--- src/rtl/perf_evt_counter.sv ---
module perf_evt_counter #(
  parameter int W = 32
) (
  input  logic         clk,
  input  logic         rst_n,
  input  logic         cmd_valid,
  input  logic [3:0]   cmd_op,
  input  logic         inc_evt,
  input  logic         dec_evt,
  input  logic         cond_code,
  input  logic         data_wr_en,
  input  logic [W-1:0] data_wr_val,
  input  logic         ovf_clr,
  output logic [W-1:0] count_o,
  output logic [W-1:0] data_o,
  output logic [1:0]   status_o
);
  localparam logic [3:0] OP_STOP   = 4'b0000;
  localparam logic [3:0] OP_START  = 4'b0001;
  localparam logic [3:0] OP_SAMPLE = 4'b0010;
  localparam logic [3:0] OP_CLEAR  = 4'b0100;
  localparam logic [3:0] OP_RERUN  = 4'b0101;
  localparam logic [3:0] OP_SMPRUN = 4'b0110;
  localparam logic [3:0] OP_LOAD   = 4'b1111;

  logic [W-1:0] cnt_q, data_q;
  logic         run_q, ovf_q;

  wire step_up = run_q && !cmd_valid && inc_evt && !dec_evt;
  wire step_dn = run_q && !cmd_valid && dec_evt && !inc_evt;
  wire wrap_up = step_up && (&cnt_q);
  wire smp_wr  = cmd_valid && !cond_code &&
                 (cmd_op == OP_SAMPLE || cmd_op == OP_SMPRUN);

  always_ff @(posedge clk or negedge rst_n) begin
    if (!rst_n) begin
      cnt_q <= '0;
      run_q <= 1'b0;
    end else if (cmd_valid) begin
      case (cmd_op)
        OP_STOP:   run_q <= 1'b0;
        OP_START:  run_q <= 1'b1;
        OP_CLEAR:  begin cnt_q <= '0; run_q <= 1'b0; end
        OP_RERUN,
        OP_SMPRUN: begin cnt_q <= '0; run_q <= 1'b1; end
        OP_LOAD:   cnt_q <= data_q;
        default:   ;
      endcase
    end else if (step_up) begin
      cnt_q <= cnt_q + 1'b1;
    end else if (step_dn) begin
      cnt_q <= cnt_q - 1'b1;
    end
  end

  always_ff @(posedge clk or negedge rst_n) begin
    if (!rst_n)          data_q <= '0;
    else if (smp_wr)     data_q <= cnt_q;
    else if (data_wr_en) data_q <= data_wr_val;
  end

  always_ff @(posedge clk or negedge rst_n) begin
    if (!rst_n)       ovf_q <= 1'b0;
    else if (wrap_up) ovf_q <= 1'b1;
    else if (ovf_clr) ovf_q <= 1'b0;
  end

  assign count_o  = cnt_q;
  assign data_o   = data_q;
  assign status_o = {run_q, ovf_q};
endmodule


--- config.mk ---
export PLATFORM = sky130hd
export DESIGN_NAME = perf_evt_counter
export DESIGN_NICKNAME = d
export VERILOG_FILES = /design/src/rtl/perf_evt_counter.sv
export SDC_FILE = /design/constraint.sdc
export NUM_CORES = 1
export LEC_CHECK = 0
export BUFFER_PORTS_ARGS = -buffer_cell sky130_fd_sc_hd__buf_2
export CORE_MARGIN = 2
export CORE_UTILIZATION = 41
export DETAILED_ROUTE_END_ITERATION = 8
export PLACE_DENSITY = 0.73
export SYNTH_ARGS = -nofsm -noshare
export SYNTH_HDL_FRONTEND = slang
export SYNTH_SLANG_ARGS = --single-unit
--- constraint.sdc ---
create_clock -name clk -period 5.5 [get_ports clk]
set_clock_uncertainty 0.05 [all_clocks]
set_input_delay 0.55 -clock clk [delete_from_list [all_inputs] [get_ports clk]]
set_output_delay 0.55 -clock clk [all_outputs]
set_load 0.01 [all_outputs]
[Word-level counts from Yosys, hierarchy flattened]
Index checks and enable logic that the tools add are counted.
Word-level totals
  memory bits (read-only): 0
  memory bits (writable): 0
  output and inout bits: 66
  bits in latches: 0
  memories kept: 0
  bits of input ports: 44
  register bits: 66
Operators by class
  muxes and demuxes: 9
  add/subtract/negate cells: 2
  $mul: 0
  magnitude comparators: 0
  shift operators: 0
  bitwise gates (word level): 0
  divide/modulo/power cells: 0
  reductions and logical operators: 24
  eq/ne operators: 7
Operators by type and width (count)
  32-bit 2-to-1 mux: 5
  32-bit one-hot mux with 2 select lines: 1
  32-bit by 1-bit adder with 32-bit output, second input constant: 1
  32-bit AND reduction: 1
  32-bit by 1-bit subtractor with 32-bit output, second input constant: 1
  4-bit by 3-bit equality test with 1-bit output, second input constant: 3
  1-bit logical AND: 8
  2-bit nonzero test: 3
  3-bit OR reduction: 2
  4-bit by 1-bit equality test with 1-bit output, second input constant: 1
  4-bit by 2-bit equality test with 1-bit output, second input constant: 1
  4-bit equality test, second input constant: 1
  1-bit logical NOT: 4
  4-bit logical NOT: 1
  2-bit AND reduction: 2
  3-bit by 2-bit inequality test with 1-bit output, second input constant: 1
  3-bit nonzero test: 1
  1-bit 2-to-1 mux: 2
  1-bit one-hot mux with 2 select lines: 1
  2-bit OR reduction: 1
  1-bit logical OR: 1

[Depth between registers and ports, before layout]
Gate-level depths: netlist (run 1).
  depth after elaboration: 7
  depth in mapped cells: 13

[Worst setup path after synthesis (run 1)]
OpenSTA, ideal clock, no wires.
  kind: in2reg
  start point: in cmd_valid
  end point: reg cnt_q[31] (netlist: count_o[31])
  data arrival time: 4390 ps
  setup slack: 990 ps
  path buffers: 0
  required time: 5381 ps
  cell stages on the path: 12
  cells stage by stage: nor2b_1 -> nand3b_1 -> ha_1 -> a21o_1 -> a211o_1 -> o22a_1 -> and3_4 -> o221a_4 -> a221o_1 -> or4_4 -> a311o_1 -> nand3_1
On the way
  longest elaborated chain between the ends: 6
Ends and longest elaborated chain
  from (decl): line 6  | input logic cmd_valid,
  1-bit logical NOT: line 29, 30
  1-bit logical AND: line 29, 30
  1-bit logical AND, on equally long branches (2 in a row): line 29, 30
  3-bit nonzero test (no line) / 32-bit 2-to-1 mux (equally long branches)
  2-bit AND reduction (no line) / 32-bit 2-to-1 mux (equally long branches)
  to (signal assigned): line 46  | OP_LOAD: cnt_q <= data_q;
  to (signal assigned): line 50  | cnt_q <= cnt_q + 1'b1;
  to (signal assigned): line 52  | cnt_q <= cnt_q - 1'b1;
  to (decl): line 26  | logic [W-1:0] cnt_q, data_q;
Parallel ways exist; a longest one is shown, timed or not.
A chain may end at the register's enable or synchronous reset.

[Final worst setup path (run 1)]
Same ends and word-level chain as after synthesis.

==> out/metrics.yaml, run 1 <==
crit_path_start_kind: "primary input"
synth_top_area_frac: 0.354
hp-class: "primary input to async pin"
yosys_warnings: 0
critPathMaxStageDelay_ns: 0.44
synthAdderAreaFrac: 0.0929
start_util: 0.424
drc: 0
synth_top_family_by_area: "compound AO/OA/AOI/OAI gates"
synth_edf_count: 0
tns_ns: 0
cp_slowest_cell: "or4_4"
timing.fmax_mhz: 256
cts-buffers-inserted: 9
h-tree-depth: 3
syn_inst: 532
die_w_um: 111
grtUsageTotal: 0.216
slew_violations: 0
grt_max_degree: 67
fill_cells: 1038
total_power_w: 0.00319
syn_area_um2: 4660
wl_per_cell_um: 16.7
final_antenna_net_count: 0
p_int_w: 0.00176
final_hold_viol_count: 0
outcome: "complete, no violations"
synth.area.top_cells: "dfrtp_1, ha_1, mux2i_1, o21ai_0, a21oi_1"
pwr-share-comb: 0.572
path_class: "primary input to register"
synth_seq_cells: 66
routed_wl_um: 13000
crit_chain: "buf_2, nor2b_1, nand3b_1, buf_4, ha_1, a211oi_1, o221ai_1, a211oi_2, o21ai_2, o221a_4, a221o_1, or4_4, a311o_1, nand3_1"
gp_congestion: 0.930
overflow: 0
p_seq_frac: 0.264
cts_setup_buffers: 0
p_switching_w: 0.00143
cap_violations: 0
dp_hpwl_um: 9330
cts_hold_buf: 0
clk_pin_slew_worst_paths_ns: 0.06
cts_buffer_depth: 2
regArea_um2: 1650
avgSynthCellArea_um2: 8.76
synthArstFlopShare: 1.00
rows: 38
p_per_area_nw_per_um2: 570
firstDrtPassIters: 7
drive_gt1_frac: 0.217
rsz0062_at_grt: "false"
die_h_um: 111
synth_ff_type: "dfrtp_1"
placed_cell_area_um2: 5320
clkPwrFrac: 0.165
worstSetupEndpointType: "register"
clk_latency_ns: 0.33
drt-initial-drc-count: 293
switching_share: 0.449
grt_first_pass_wirelength_um: 22000
coreArea_um2: 11000
worst_pin_slew_ns: 1.05
crit_fanout: 41
root_buffer: "clkbuf_16"
synth-compound-area-share: 0.245
antennaDiodeCount: 0
synthMuxAreaShare: 0.0709
port_buffers: 109
grt_pass1_vias: 4350
dieArea_um2: 12200
utilization: 0.509
yosysTopAreaCell: "dfrtp_1"
finalCritPeriodShare: 0.711
arrival_ns: 4.13
power.leakage_nw: 2.57
num_io_pins: 110
min_period_ns: 3.91
synth_xor_area_frac: 0.0451
num_vias: 4495
yosys.area_share.simple: 0.160
syn_nets: 610
crit_family: "compound AO/OA/AOI/OAI gates"
viasPerCell: 5.79
ys_seq_area_frac: 0.354
cts_resized: 0
maxSlewHeadroom: 0.298
synthDistinctLibCells: 58
area_growth_pct: 20.0
clock-sinks: 66
path_buf_inv: 2
finalNetCount: 710
cts_tree: "done"
whs_ns: 0.368
ff2ff_setup_slack_ns: 1.62
setup_viol: 0
ir_drop_mv: 0.203
required_ns: 5.72
multi_input_area_um2: 2870
final_area_um2: 5590
grt_antenna_before_repair: 0
==> through the flow <==
stage / setup WS, ns / instances
6_report: 1.59 / 776
5_1_grt: 1.33 / 776
4_1_cts: 1.62 / 776
3_5_place_dp: 1.28 / 761
3_3_place_gp: 1.37 / 761
2_1_floorplan: 0.990 / 532
==> cells in the mapped netlist, drive strengths merged, types with 2 or more instances <==
library cell	number
o221ai	3
nand4	14
clkbuf	20
a21oi	45
nor4b	2
nand2	59
a21o	13
o21a	4
o22a	3
mux2i	33
a21boi	2
a31oi	4
dfrtp	66
a22oi	21
nor2b	7
nand3	9
and2	2
o21bai	2
nand2b	3
buf	4
or3	3
o31ai	3
a211oi	6
nor4	3
a221oi	2
o21ai	62
and3	5
nor2	33
xnor2	14
xor2	10
inv	13
nor3	9
o211ai	2
or4	2
ha	33
or2	2
==> flip-flops by register name, summed over array words and instances, names as in the netlist <==
register / count
count_o: 32
data_o: 32
ovf_q: 1
run_q: 1
==> logic make-up after synthesis <==
group           count (synthesis)
compound gates                182
xor+xnor                       24
fa+ha+maj                      34
buf+inv                        38
flops                          66
mux                            33
simple gates                  155
==> layer usage <==
metal,GRT usage,vias to the layer above,wire length (um)
met3,0.0379,14,601
met4,0.0658,0,157
met2,0.353,131,6190
met5,0,-,0
li1,-,2176,-
met1,0.295,2174,6010
==> worst reg2reg max path, stage by stage, from the launching register on <==
cell      delay, ns
dfrtp_1        0.40
nor2b_1        0.15
nand3b_1       0.10
buf_4          0.41
ha_1           0.41
a211oi_1       0.28
o221ai_1       0.20
a211oi_2       0.23
o21ai_2        0.14
o221a_4        0.30
a221o_1        0.36
or4_4          0.44
a311o_1        0.27
nand3_1        0.08
==> path summary, 6_finish.rpt <==
path                          endpoint       from  depth (start not counted)
max in group asynchronous  count_o[22]      rst_n                          2
min reg2reg                      ovf_q      ovf_q                          2
min                          data_o[6]      rst_n                          2
min in group clk                 ovf_q    ovf_clr                          2
max reg2reg                count_o[31]      run_q                         13
max                        count_o[31]  cmd_valid                         14
==> power groups by stage <==
| stage | clock [W] | combinational, W | sequential [W] |
|---|---|---|---|
| after floorplan | 0 | 0.00128 | 0.000849 |
| final | 0.000525 | 0.00182 | 0.000840 |
| after detailed placement | 0 | 0.00180 | 0.000847 |
| after global routing | 0.000559 | 0.00203 | 0.000870 |
| after CTS | 0.000534 | 0.00181 | 0.000839 |
| after global placement | 0 | 0.00176 | 0.000837 |
==> area by class of cell <==
class                           count  share of cell area
Clock buffer                       12              0.0459
Clock inverter                      3             0.00268
Inverter                           14             0.00940
Multi-Input combinational cell    428               0.513
Sequential cell                    66               0.295
Tap cell                          140              0.0313
Timing Repair Buffer              113               0.103
==> cells in the final DEF (no fill, tap or decap), types with 10 or more instances in the layout <==
cell     netlist  final
a21o_1        13     13
a21oi_1       45     45
a22oi_1       21     21
buf_2          1    109
dfrtp_1       66     66
ha_1          33     33
inv_1         13     13
mux2i_1       33     33
nand2_1       59     59
nand4_1       14     14
nor2_1        33     32
o21ai_0       61     61
xnor2_1       14     14
xor2_1        10     10
Note: power is estimated with default switching activity, not from simulation.
==> run 2: changes to the inputs <==
==> constraint.sdc (replaced) <==
create_clock -name clk -period 4 [get_ports clk]
set_clock_uncertainty 0.05 [all_clocks]
set_input_delay 0.4 -clock clk [delete_from_list [all_inputs] [get_ports clk]]
set_output_delay 0.4 -clock clk [all_outputs]
set_load 0.01 [all_outputs]
==> run 2 against run 1 <==
Via count increased by 0.22%. Critical path depth decreased by 1. Sequential cell count unchanged. Sequential power increased by 38%. Utilization increased by 0.62 points. Worst hold slack got worse by 0.21 ns. First-iteration DRC count decreased by 23%. Largest power group unchanged.
==> out/metrics.yaml, run 2 (same netlist as run 1, synthesis figures left out) <==
startpoint: "run_q"
die_h_um: 111
crit_cells: 13
regToRegStartpoint: "run_q"
power.leakage_nw: 2.59
grt_pass1_vias: 4523
final_antenna_net_count: 0
wl_met2_um: 6490
placed_cell_area_um2: 5380
wl_per_cell_um: 16.8
routed.top_layer: "met4"
setup_viol: 0
cts-buffers-inserted: 9
dp_hpwl_um: 9420
path_class: "register to register"
cts_hold_buf: 0
h-tree-depth: 3
port_buffers: 109
area_growth_pct: 21.4
worstSetupEndpointType: "register"
root_buffer: "clkbuf_16"
final_common_cell: "buf_2"
cts_resized: 0
p_per_area_nw_per_um2: 790
drc: 0
arrival_ns: 3.90
maxSlewHeadroom: 0.294
viasPerCell: 5.78
coreArea_um2: 11000
finalCritPeriodShare: 0.920
drt-initial-drc-count: 226
gp_congestion: 0.907
drive_gt1_frac: 0.224
path_buf_inv: 1
cp_slowest_cell: "or4_4"
timing.fmax_mhz: 272
met1_length_um: 5660
hp-class: "primary input to async pin"
fill_cells: 1058
rows: 38
crit_path_start_kind: "register"
crit_family: "simple AND/OR/NAND/NOR gates"
num_vias: 4505
grt_antenna_before_repair: 0
clock-sinks: 66
overflow: 0
num_io_pins: 110
final_area_um2: 5660
cap_violations: 0
firstDrtPassIters: 5
cts_tree: "done"
crit_chain: "nor2b_1, nand3b_1, buf_12, ha_1, a21oi_1, nor2_1, nor4_2, o21ai_2, o221a_4, a221o_1, or4_4, a311o_1, nand3_1"
finalNetCount: 712
rsz0062_at_grt: "false"
die_w_um: 111
dieArea_um2: 12200
start_util: 0.424
r2r_end: "count_o[31]"
cts_setup_buffers: 0
worst_pin_slew_ns: 1.06
clk_latency_ns: 0.34
wl_met3_um: 710
crit_fanout: 41
final_hold_viol_count: 0
clk_pin_slew_worst_paths_ns: 0.06
ir_drop_mv: 0.312
min_period_ns: 3.68
grt_max_degree: 65
r2r_cells: 13
ff2ff_setup_slack_ns: 0.32
whs_ns: 0.154
final_cell_mix: "buf_2, dfrtp_1, o21ai_0"
critPathMaxStageDelay_ns: 0.45
routed_wl_um: 13100
antennaDiodeCount: 0
endpoint: "count_o[31]"
outcome: "complete, no violations"
required_ns: 4.22
cts_buffer_depth: 2
grtUsageTotal: 0.216
grt_first_pass_wirelength_um: 22000
slew_violations: 0
[run 2: changes by cell type in the layout (fill, tap and decap cells not counted)]
cell / change
buf_12: +1
clkbuf_1: +1
ha_4: +2
ha_1: -3
ha_2: +1
buf_4: +1
clkbuf_8: +1
clkinv_2: -1
[run 2: metrics by stage]
step / cells / TNS [ns] / util / worst slack [ns] / total power [W]
CTS: 779 / 0 / 0.515 / 0.320 / 0.00446
detailed placement: 763 / 0 / 0.490 / 0.252 / 0.00368
floorplan: 532 / -0.317 / - / -0.317 / 0.00295
global placement: 763 / 0 / 0.490 / 0.304 / 0.00360
global route: 779 / 0 / 0.515 / 0.00463 / 0.00483
finish: 779 / 0 / 0.515 / 0.320 / 0.00447
[run 2: worst min-delay path by stage]
stage	from	endpoint	slack [ns]	cells past startpoint
finish	rst_n	data_o[7]	0.15	1
global route	rst_n	data_o[7]	0.24	1
detailed placement	data_o[24]	count_o[24]	0.48	2
CTS	rst_n	data_o[5]	0.19	1
global placement	ovf_q	ovf_q	0.46	2
floorplan	rst_n	count_o[0]	0.05	0
[run 2: cell type report]
type,count,area (um^2),area share
multi-input cells,428,2890,0.511
flip-flops and latches,66,1650,0.292
repair buffers,115,603,0.107
clock buffers,14,274,0.0484
well taps,140,175,0.0309
inverters,14,52.6,0.00928
clock inverters,2,10.0,0.00177
[run 2: metal layers]
layer | global-route usage | vias up
met5 | 0 | -
met1 | 0.260 | 2136
li1 | - | 2176
met2 | 0.378 | 162
met3 | 0.0477 | 31
met4 | 0.0800 | 0
[run 2: power breakdown]
part / switching, W / internal (W) / total, W
logic: 0.00142 / 0.00114 / 0.00256
clock network: 0.000282 / 0.000468 / 0.000750
registers: 0.000301 / 0.000864 / 0.00116
==> run 3: changes to the inputs <==
--- a/config.mk
+++ b/config.mk
@@ -6,8 +6,10 @@
 export NUM_CORES = 1
 export LEC_CHECK = 0
 export BUFFER_PORTS_ARGS = -buffer_cell sky130_fd_sc_hd__buf_2
+export CAP_MARGIN = 40
 export CORE_MARGIN = 2
 export CORE_UTILIZATION = 41
+export CTS_CLUSTER_DIAMETER = 60
 export DETAILED_ROUTE_END_ITERATION = 8
 export PLACE_DENSITY = 0.73
 export SYNTH_ARGS = -nofsm -noshare
==> constraint.sdc (replaced) <==
create_clock -name clk -period 3.9 [get_ports clk]
set_clock_uncertainty 0.05 [all_clocks]
set_input_delay 0.39 -clock clk [delete_from_list [all_inputs] [get_ports clk]]
set_output_delay 0.39 -clock clk [all_outputs]
set_load 0.01 [all_outputs]
==> run 3 against run 2 <==
Register-to-register slack lost 0.10 ns. Worst hold slack lost 0.12 ns. Critical path depth is the same. Critical endpoint unchanged. Utilization grew 0.52 points.
==> out/metrics.yaml, run 3 (same netlist as run 1, synthesis figures left out) <==
final_hold_viol_count: 0
cts-buffers-inserted: 9
drive_gt1_frac: 0.232
pwr-share-comb: 0.569
rows: 38
p_per_area_nw_per_um2: 801
slew_violations: 0
finalCritPeriodShare: 0.945
worst_pin_slew_ns: 0.694
power.leakage_nw: 2.61
crit_path_start_kind: "register"
final_cell_mix: "buf_2, dfrtp_1, o21ai_0"
clk_pin_slew_worst_paths_ns: 0.06
ff2ff_setup_slack_ns: 0.22
whs_ns: 0.0295
start_util: 0.424
drc: 0
timing.fmax_mhz: 271
cts_tree: "done"
grt_antenna_before_repair: 0
final_common_cell: "buf_2"
required_ns: 4.12
clk_latency_ns: 0.34
routed_wl_um: 12900
switching_share: 0.445
clock-sinks: 66
grtUsageTotal: 0.212
p_switching_w: 0.00204
num_io_pins: 110
grt_max_degree: 65
path_class: "register to register"
die_w_um: 111
firstDrtPassIters: 4
die_h_um: 111
overflow: 0
maxSlewHeadroom: 0.535
viasPerCell: 5.70
cts_buffer_depth: 2
cts_hold_buf: 0
gp_congestion: 0.919
wl_per_cell_um: 16.5
post-place-ws_ns: 0.169
finalNetCount: 715
p_seq_frac: 0.262
dieArea_um2: 12200
clkPwrFrac: 0.169
drt-initial-drc-count: 263
layout_setup_ws_ns: 0.216
num_vias: 4460
arrival_ns: 3.91
port_buffers: 109
p_int_w: 0.00254
h-tree-depth: 3
worstSetupEndpointType: "register"
hp-class: "primary input to async pin"
final_antenna_net_count: 0
grt_first_pass_wirelength_um: 21600
cts_setup_buffers: 0
area_growth_pct: 22.7
outcome: "complete, no violations"
cts_resized: 0
setup_viol: 0
grt_pass1_vias: 4387
root_buffer: "clkbuf_16"
ir_drop_mv: 0.281
cap_violations: 0
dp_hpwl_um: 9540
antennaDiodeCount: 0
coreArea_um2: 11000
crit_fanout: 41
min_period_ns: 3.68
rsz0062_at_grt: "false"
run 3: worst paths after layout:
kind | end | startpoint | cells after the start
max | count_o[31] | run_q | 13
min | data_o[28] | rst_n | 1
max reg2reg | count_o[31] | run_q | 13
min reg2reg | ovf_q | ovf_q | 2
max in group asynchronous | count_o[13] | rst_n | 2
min in group clk | ovf_q | ovf_clr | 2
run 3: layout make-up:
type / count / area (um^2)
fill: 1009 / 5270
multi-input combinational: 428 / 2900
timing repair buffer: 118 / 646
sequential: 66 / 1650
clock buffer: 12 / 267
tap: 140 / 175
inverter: 14 / 52.6
clock inverter: 4 / 25.0
run 3: per-stage QoR:
stage | util | total power [W] | instance area (um^2) | setup TNS [ns] | cells
CTS | 0.521 | 0.00458 | 5720 | 0 | 782
global route | 0.521 | 0.00496 | 5720 | 0 | 782
global placement | 0.491 | 0.00370 | 5390 | 0 | 764
floorplan | - | 0.00303 | 4700 | -0.481 | 532
detailed placement | 0.494 | 0.00378 | 5430 | 0 | 766
finish | 0.521 | 0.00458 | 5720 | 0 | 782
run 3: layer usage:
layer | global-route usage | part of all wire | vias up
met4 | 0.0675 | 0.020 | 0
li1 | - | - | 2193
met3 | 0.0390 | 0.038 | 16
met2 | 0.361 | 0.48 | 100
met5 | 0 | 0 | -
met1 | 0.274 | 0.46 | 2151
run 3: power groups by stage:
stage | Clock [W] | Combinational, W | Sequential, W
floorplan | 0 | 0.00183 | 0.00120
finish | 0.000774 | 0.00261 | 0.00120
global route | 0.000828 | 0.00289 | 0.00124
global placement | 0 | 0.00251 | 0.00120
CTS | 0.000788 | 0.00259 | 0.00120
detailed placement | 0 | 0.00257 | 0.00121
run 3: worst max-delay path: stages, from the launching register on:
cell and delay [ns]:
dfrtp_1 0.38, nor2b_4 0.16, nand3b_1 0.13, buf_12 0.22, ha_1 0.31, a21oi_1 0.21
nor2_1 0.10, nor4_2 0.40, o21ai_2 0.19, o221a_4 0.29, a221o_1 0.37, or4_4 0.44
a311o_1 0.27, nand3_1 0.08
